<file path="config.mk">
export PLATFORM = sky130hd
export DESIGN_NAME = trig_tower_filter
export DESIGN_NICKNAME = d
export VERILOG_FILES = /design/src/rtl/ttf_pkg.sv /design/src/rtl/ttf_chan_sum.sv /design/src/rtl/ttf_window.sv /design/src/rtl/ttf_mac.sv /design/src/rtl/ttf_quant.sv /design/src/rtl/trig_tower_filter.sv
export SDC_FILE = /design/constraint.sdc
export NUM_CORES = 2
export LEC_CHECK = 0
export ABC_AREA = 1
export CAP_MARGIN = 15
export CELL_PAD_IN_SITES_DETAIL_PLACEMENT = 2
export CELL_PAD_IN_SITES_GLOBAL_PLACEMENT = 2
export CORE_MARGIN = 4
export CORE_UTILIZATION = 45
export CTS_CLUSTER_DIAMETER = 40
export CTS_CLUSTER_SIZE = 16
export DETAILED_ROUTE_END_ITERATION = 8
export DONT_BUFFER_PORTS = 1
export PLACE_DENSITY = 0.95
export SLEW_MARGIN = 20
export SYNTH_ARGS = -nofsm -noshare
export SYNTH_HDL_FRONTEND = slang
export SYNTH_SLANG_ARGS = --single-unit
</file>
<file path="constraint.sdc">
create_clock -name clk -period 20 [get_ports clk]
set_input_delay 2 -clock clk [delete_from_list [all_inputs] [get_ports clk]]
set_output_delay 2 -clock clk [all_outputs]
set_load 0.05 [all_outputs]
</file>
<file path="src/rtl/ttf_pkg.sv">
// Shared type for the tower filter: the window shape selector.
package ttf_pkg;
    typedef enum logic {
        MODE_8TAP = 1'b0,
        MODE_5TAP = 1'b1
    } tap_mode_e;
endpackage

</file>
<file path="src/rtl/ttf_chan_sum.sv">
// Channel adder: combinational sum of N_CH unsigned samples into one tower value.
// Assumes TOW_W is wide enough to hold N_CH full-scale samples.
module ttf_chan_sum #(
    parameter int N_CH   = 5,
    parameter int SAMP_W = 10,
    parameter int TOW_W  = 13
) (
    input  logic [N_CH*SAMP_W-1:0] chan_i,
    output logic [TOW_W-1:0]       tow_o
);
    // Zero-extend each channel and add.
    always_comb begin
        tow_o = '0;
        for (int c = 0; c < N_CH; c++) begin
            tow_o = tow_o + {{(TOW_W-SAMP_W){1'b0}}, chan_i[c*SAMP_W +: SAMP_W]};
        end
    end
endmodule

</file>
<file path="src/rtl/ttf_window.sv">
// Crossing history: shift register of tower values, newest in slot 0, plus a
// saturating fill count that reports when the selected window is fully loaded.
// Assumes one new tower value per clock.
module ttf_window
    import ttf_pkg::*;
#(
    parameter int N_TAP     = 8,
    parameter int N_TAP_ALT = 5,
    parameter int TOW_W     = 13,
    parameter int CNT_W     = 4
) (
    input  logic                   clk,
    input  logic                   rst_n,
    input  logic [TOW_W-1:0]       tow_i,
    input  tap_mode_e              mode_i,
    output logic [N_TAP*TOW_W-1:0] win_o,
    output logic                   win_ok_o
);
    logic [TOW_W-1:0] win_q [N_TAP];
    logic [CNT_W-1:0] fill_q;

    // Shift history by one crossing and count samples up to the window length.
    always_ff @(posedge clk) begin
        if (!rst_n) begin
            for (int i = 0; i < N_TAP; i++) win_q[i] <= '0;
            fill_q <= '0;
        end else begin
            win_q[0] <= tow_i;
            for (int i = 1; i < N_TAP; i++) win_q[i] <= win_q[i-1];
            if (fill_q != CNT_W'(N_TAP)) fill_q <= fill_q + 1'b1;
        end
    end

    for (genvar i = 0; i < N_TAP; i++) begin : g_flat
        assign win_o[i*TOW_W +: TOW_W] = win_q[i];
    end

    // Window usable once every tap of the selected shape holds a real sample.
    assign win_ok_o = (mode_i == MODE_5TAP) ? (fill_q >= CNT_W'(N_TAP_ALT))
                                            : (fill_q >= CNT_W'(N_TAP));
endmodule

</file>
<file path="src/rtl/ttf_mac.sv">
// Weighted sum: one multiplier per tap, sample selection chosen by the window
// shape, exact signed accumulation, result registered with its valid flag.
// Assumes ACC_W covers N_TAP worst-case products.
module ttf_mac
    import ttf_pkg::*;
#(
    parameter int N_TAP     = 8,
    parameter int N_TAP_ALT = 5,
    parameter int TOW_W     = 13,
    parameter int COEF_W    = 12,
    parameter int PROD_W    = 26,
    parameter int ACC_W     = 29
) (
    input  logic                     clk,
    input  logic                     rst_n,
    input  logic [N_TAP*TOW_W-1:0]   win_i,
    input  logic [N_TAP*COEF_W-1:0]  coef_i,
    input  tap_mode_e                mode_i,
    input  logic                     win_ok_i,
    output logic signed [ACC_W-1:0]  acc_o,
    output logic                     acc_v_o
);
    logic signed [PROD_W-1:0] prod [N_TAP];
    logic signed [ACC_W-1:0]  sum;

    for (genvar k = 0; k < N_TAP; k++) begin : g_tap
        logic [TOW_W-1:0]         s_long;
        logic [TOW_W-1:0]         s_short;
        logic [TOW_W-1:0]         s_sel;
        logic signed [COEF_W-1:0] cf;
        assign cf     = coef_i[k*COEF_W +: COEF_W];
        assign s_long = win_i[(N_TAP-1-k)*TOW_W +: TOW_W];
        if (k < N_TAP_ALT) begin : g_alt
            assign s_short = win_i[(N_TAP_ALT-1-k)*TOW_W +: TOW_W];
        end else begin : g_unused
            assign s_short = '0;
        end
        assign s_sel   = (mode_i == MODE_5TAP) ? s_short : s_long;
        assign prod[k] = $signed({1'b0, s_sel}) * cf;
    end

    // Sign-extend every product and add them.
    always_comb begin
        sum = '0;
        for (int k = 0; k < N_TAP; k++) sum = sum + ACC_W'(prod[k]);
    end

    // Register the sum and whether its window was full.
    always_ff @(posedge clk) begin
        if (!rst_n) begin
            acc_o   <= '0;
            acc_v_o <= 1'b0;
        end else begin
            acc_o   <= sum;
            acc_v_o <= win_ok_i;
        end
    end
endmodule

</file>
<file path="src/rtl/ttf_quant.sv">
// Output stage: clamps negatives, applies the noise cut, drops SH fraction
// bits and saturates to OUT_W bits. Output held at zero while invalid.
module ttf_quant #(
    parameter int ACC_W = 29,
    parameter int SH    = 12,
    parameter int OUT_W = 8
) (
    input  logic                    clk,
    input  logic                    rst_n,
    input  logic signed [ACC_W-1:0] acc_i,
    input  logic                    acc_v_i,
    input  logic [ACC_W-2:0]        thr_i,
    output logic [OUT_W-1:0]        tow_o,
    output logic                    tow_valid_o
);
    localparam int unsigned MAXV = 2**OUT_W - 1;

    logic [ACC_W-1:0] shifted;
    logic [OUT_W-1:0] q;
    logic             cut;

    // Decide zeroing and compute the saturated coarse value.
    always_comb begin
        cut     = !acc_v_i || acc_i[ACC_W-1] || (acc_i < $signed({1'b0, thr_i}));
        shifted = acc_i[ACC_W-1:0] >> SH;
        if (cut)                           q = '0;
        else if (shifted > ACC_W'(MAXV))   q = OUT_W'(MAXV);
        else                               q = shifted[OUT_W-1:0];
    end

    // Register the result.
    always_ff @(posedge clk) begin
        if (!rst_n) begin
            tow_o       <= '0;
            tow_valid_o <= 1'b0;
        end else begin
            tow_o       <= q;
            tow_valid_o <= acc_v_i;
        end
    end
endmodule

</file>
<file path="src/rtl/trig_tower_filter.sv">
// Trigger-tower filter top: channel sum -> crossing history -> weighted sum
// -> noise cut and coarse quantization. Three register stages from sample
// to output. Assumes one sample set per clock and quasi-static configuration.
module trig_tower_filter
    import ttf_pkg::*;
#(
    parameter int N_CH      = 5,
    parameter int SAMP_W    = 10,
    parameter int N_TAP     = 8,
    parameter int N_TAP_ALT = 5,
    parameter int COEF_W    = 12,
    parameter int FRAC_W    = 8,
    parameter int QSH       = 4,
    parameter int OUT_W     = 8,
    localparam int TOW_W    = SAMP_W + $clog2(N_CH),
    localparam int PROD_W   = TOW_W + 1 + COEF_W,
    localparam int ACC_W    = PROD_W + $clog2(N_TAP)
) (
    input  logic                    clk,
    input  logic                    rst_n,
    input  logic [N_CH*SAMP_W-1:0]  chan_i,
    input  logic                    tap_mode_i,
    input  logic [N_TAP*COEF_W-1:0] coef_i,
    input  logic [ACC_W-2:0]        thr_i,
    output logic [OUT_W-1:0]        tow_o,
    output logic                    tow_valid_o
);
    localparam int CNT_W = $clog2(N_TAP + 1);
    localparam int SH    = FRAC_W + QSH;

    tap_mode_e               mode;
    logic [TOW_W-1:0]        tow_sum;
    logic [N_TAP*TOW_W-1:0]  win;
    logic                    win_ok;
    logic signed [ACC_W-1:0] acc_q;
    logic                    acc_v_q;

    assign mode = tap_mode_e'(tap_mode_i);

    ttf_chan_sum #(.N_CH(N_CH), .SAMP_W(SAMP_W), .TOW_W(TOW_W)) u_sum (
        .chan_i (chan_i),
        .tow_o  (tow_sum)
    );

    ttf_window #(.N_TAP(N_TAP), .N_TAP_ALT(N_TAP_ALT), .TOW_W(TOW_W), .CNT_W(CNT_W)) u_win (
        .clk      (clk),
        .rst_n    (rst_n),
        .tow_i    (tow_sum),
        .mode_i   (mode),
        .win_o    (win),
        .win_ok_o (win_ok)
    );

    ttf_mac #(.N_TAP(N_TAP), .N_TAP_ALT(N_TAP_ALT), .TOW_W(TOW_W), .COEF_W(COEF_W),
              .PROD_W(PROD_W), .ACC_W(ACC_W)) u_mac (
        .clk      (clk),
        .rst_n    (rst_n),
        .win_i    (win),
        .coef_i   (coef_i),
        .mode_i   (mode),
        .win_ok_i (win_ok),
        .acc_o    (acc_q),
        .acc_v_o  (acc_v_q)
    );

    ttf_quant #(.ACC_W(ACC_W), .SH(SH), .OUT_W(OUT_W)) u_quant (
        .clk         (clk),
        .rst_n       (rst_n),
        .acc_i       (acc_q),
        .acc_v_i     (acc_v_q),
        .thr_i       (thr_i),
        .tow_o       (tow_o),
        .tow_valid_o (tow_valid_o)
    );
endmodule

</file>
==> results.toml <==
[worst_setup_path]
r2r_setup_slack_ns = 5.50
r2r_cells = 47
crit_top_cell = "fa_1"
rr_endpoint = "u_mac.acc_o[23]"
cpMaxStageDelayCell = "fa_1"
start_kind = "input pin"
cp-end-kind = "register"
crit_buf_inv = 11
path_max_fanout = 145
crit_family = "adder cells"
critPathKind = "in2reg"
r2r-start = "u_win.win_q[1][5]"
crit_arrival_ns = 16.18
cp.required_ns = 20.42
slowest_delay_ns = 0.65

[finish]
area_delta_synth_final_pct = 4.17
layout.nets = 7923
finalNonFillerCells = 7499
drive_gt1_share_pct = 3.81

[synthesis]
synth_edf_count = 0
async_reset_ff_share_pct = 0
synth_warnings = 0
syn_area_per_cell_um2 = 8.45
synthCells = 6050
ys_types = 51
synthesis.nets = 7995
synth_area_mm2 = 0.0511
synthFlopType = "dfxtp_1"
yosysSeqAreaShare_pct = 5.76
synth.ff_latch_count = 147

[timing]
finalCritPeriodShare_pct = 78.8
finClkSkew_ns = 0.0333
rsz0062_at_grt = "false"
setup_tns_ns = 0
tightest_slew_ns = 1.20
finalHoldViolations = 0
slew_violations = 0
min_period_ns = 15.75
fmax_mhz = 63.5
final-setup-viol-count = 0
slew_headroom_pct = 19.9

[worst_hold_path]
min_from = "u_win.win_q[0][24]"
hold_end = "u_win.win_q[0][37]"
hold_path_class = "reg2reg"
hold_depth = 2

[clocking]
cts-root-buf = "clkbuf_16"
numCtsBuffers = 17
insertion_delay_ns = 0.53
clk_pin_slew_ns = 0.07
clkSinkCount = 147
cts_tree = "built"
h-tree-depth = 4
cts_resized = 0
ctsLongestPathBuffers = 2
post-cts-setup-buffer-count = 0
hold_buffers = 0

[grt]
grt_max_degree = 146
grt_pass1_wl_mm = 384
antenna_found_initial = 21
grt_pass1_vias = 52600
grtUsageTotal_pct = 44.9
grt.overflow.total = 0

[placement]
port_buffers = 0
place_inst = 7459
hpwl_mm = 228
place.gp.congestion = 0.964

[routing]
drc_errors = 0
ant_nets = 0
detail_route.vias_per_cell = 5.89
dr_total_vias = 44100
dr.pass1.iters = 5
wire_per_inst_um = 35.5
wl_mm = 266
drtIter0Drc = 4545

[flow_run]
max_cap_violations = 0

[die]
rows = 123
dieHeight_um = 345
io_pins = 186
dieWidth_um = 345
start_util_pct = 45.4
dieArea_mm2 = 0.119
coreArea_mm2 = 0.113

[run_status]
status = "complete, no violations"
flip-flops by register name, indices dropped and copies added (netlist names):
signal	cells
u_win.win_q	104
u_mac.acc_o	29
u_quant.tow_o	8
u_win.fill_q	4
u_mac.acc_v_o	1
u_quant.tow_valid_o	1
area by class of cell:
| type | instances | area (um^2) |
|---|---|---|
| inverter | 1906 | 7160 |
| tap | 1500 | 1880 |
| sequential | 147 | 2940 |
| multi-input combinational | 3899 | 40600 |
| antenna | 8 | 20.0 |
| fill | 12500 | 59400 |
| clock inverter | 15 | 186 |
| clock buffer | 17 | 425 |
| timing repair buffer | 7 | 52.6 |
per-stage QoR:
step | area (um^2) | hold WS [ns] | worst slack [ns] | util, %
5_1_grt | 53200 | 0.476 | 3.96 | 47.2
3_5_place_dp | 52600 | 0.431 | 3.99 | 46.7
2_1_floorplan | 51100 | 0.402 | 6.18 | -
4_1_cts | 53200 | 0.444 | 4.51 | 47.2
3_3_place_gp | 52600 | 0.410 | 5.04 | 46.7
6_report | 53200 | 0.453 | 4.25 | 47.3
metal layers:
layer | wire length (um) | GRT usage, % | share of wire (%) | up-vias
met5 | 293 | 0.520 | 0.11 | -
met4 | 24000 | 31.6 | 9.0 | 34
met3 | 30900 | 17.1 | 12 | 1207
met2 | 118000 | 69.1 | 44 | 2949
met1 | 93400 | 51.7 | 35 | 23000
li1 | - | - | - | 17000
cells in the mapped netlist (8+ instances only):
library cell | number | area, um^2
nor3_1 | 8 | 40.0
ha_1 | 552 | 6910
a21oi_1 | 101 | 505
fa_1 | 1216 | 24300
o21ai_0 | 48 | 240
xor2_1 | 12 | 105
o21ai_2 | 42 | 368
nand4_1 | 10 | 62.6
buf_1 | 34 | 128
nand2_1 | 1016 | 3810
nor2_2 | 21 | 131
nand3_1 | 34 | 170
o21bai_1 | 10 | 75.1
a21oi_2 | 15 | 131
buf_4 | 9 | 67.6
inv_2 | 35 | 131
nor2_4 | 18 | 203
nand2_2 | 16 | 100
nor2_1 | 661 | 2480
clkinv_1 | 19 | 71.3
inv_1 | 1851 | 6950
clkbuf_1 | 37 | 139
or2_2 | 20 | 125
buf_2 | 16 | 80.1
dfxtp_1 | 147 | 2940
o21ai_1 | 30 | 150
xnor2_1 | 18 | 158
worst max-delay path by stage:
stage / slack [ns] / from / to / cells after the start
detailed placement: 3.99 / tap_mode_i / u_mac.acc_o[20] / 48
CTS: 4.51 / tap_mode_i / u_mac.acc_o[20] / 48
floorplan: 6.18 / tap_mode_i / u_mac.acc_o[21] / 50
global placement: 5.04 / tap_mode_i / u_mac.acc_o[21] / 49
global route: 3.96 / tap_mode_i / u_mac.acc_o[20] / 48
finish: 4.25 / tap_mode_i / u_mac.acc_o[23] / 47
logic make-up (layout without fill, tap and decap cells):
group	after synthesis	count (layout)	share of synthesized area (%)
buffers and inverters	2004	1945	14.9
AND/OR/NAND/NOR	1827	1827	14.4
adder cells (fa/ha/maj)	1768	1768	61.1
AO/OA/AOI/OAI	274	274	3.36
flip-flops	147	147	5.76
XOR/XNOR	30	30	0.514
other	0	8	0
worst reg2reg max path, delay by kind of cell (launching register included):
| family | cells | cell delay, ns |
|---|---|---|
| compound gates | 5 | 0.82 |
| xor+xnor | 1 | 0.54 |
| fa+ha+maj | 19 | 9.85 |
| buf+inv | 11 | 1.40 |
| flops | 1 | 0.33 |
| simple gates | 11 | 1.47 |
cells in the final DEF (no fill, tap or decap), types with 16 or more instances in the layout:
| master | count |
|---|---|
| fa_1 | 1216 |
| inv_1 | 1851 |
| dfxtp_1 | 147 |
| inv_2 | 35 |
| o21ai_0 | 48 |
| nor2_4 | 18 |
| o21ai_1 | 29 |
| o21ai_2 | 43 |
| clkinv_1 | 19 |
| nand3_1 | 34 |
| clkbuf_16 | 17 |
| or2_2 | 20 |
| nor2_2 | 22 |
| a21oi_1 | 101 |
| nand2_2 | 16 |
| xnor2_1 | 18 |
| nand2_1 | 1016 |
| ha_1 | 552 |
| nor2_1 | 660 |
Power is left out: the tool's default activity adds up to more than one toggle a clock period on the data nets, which glitch-free logic cannot reach.
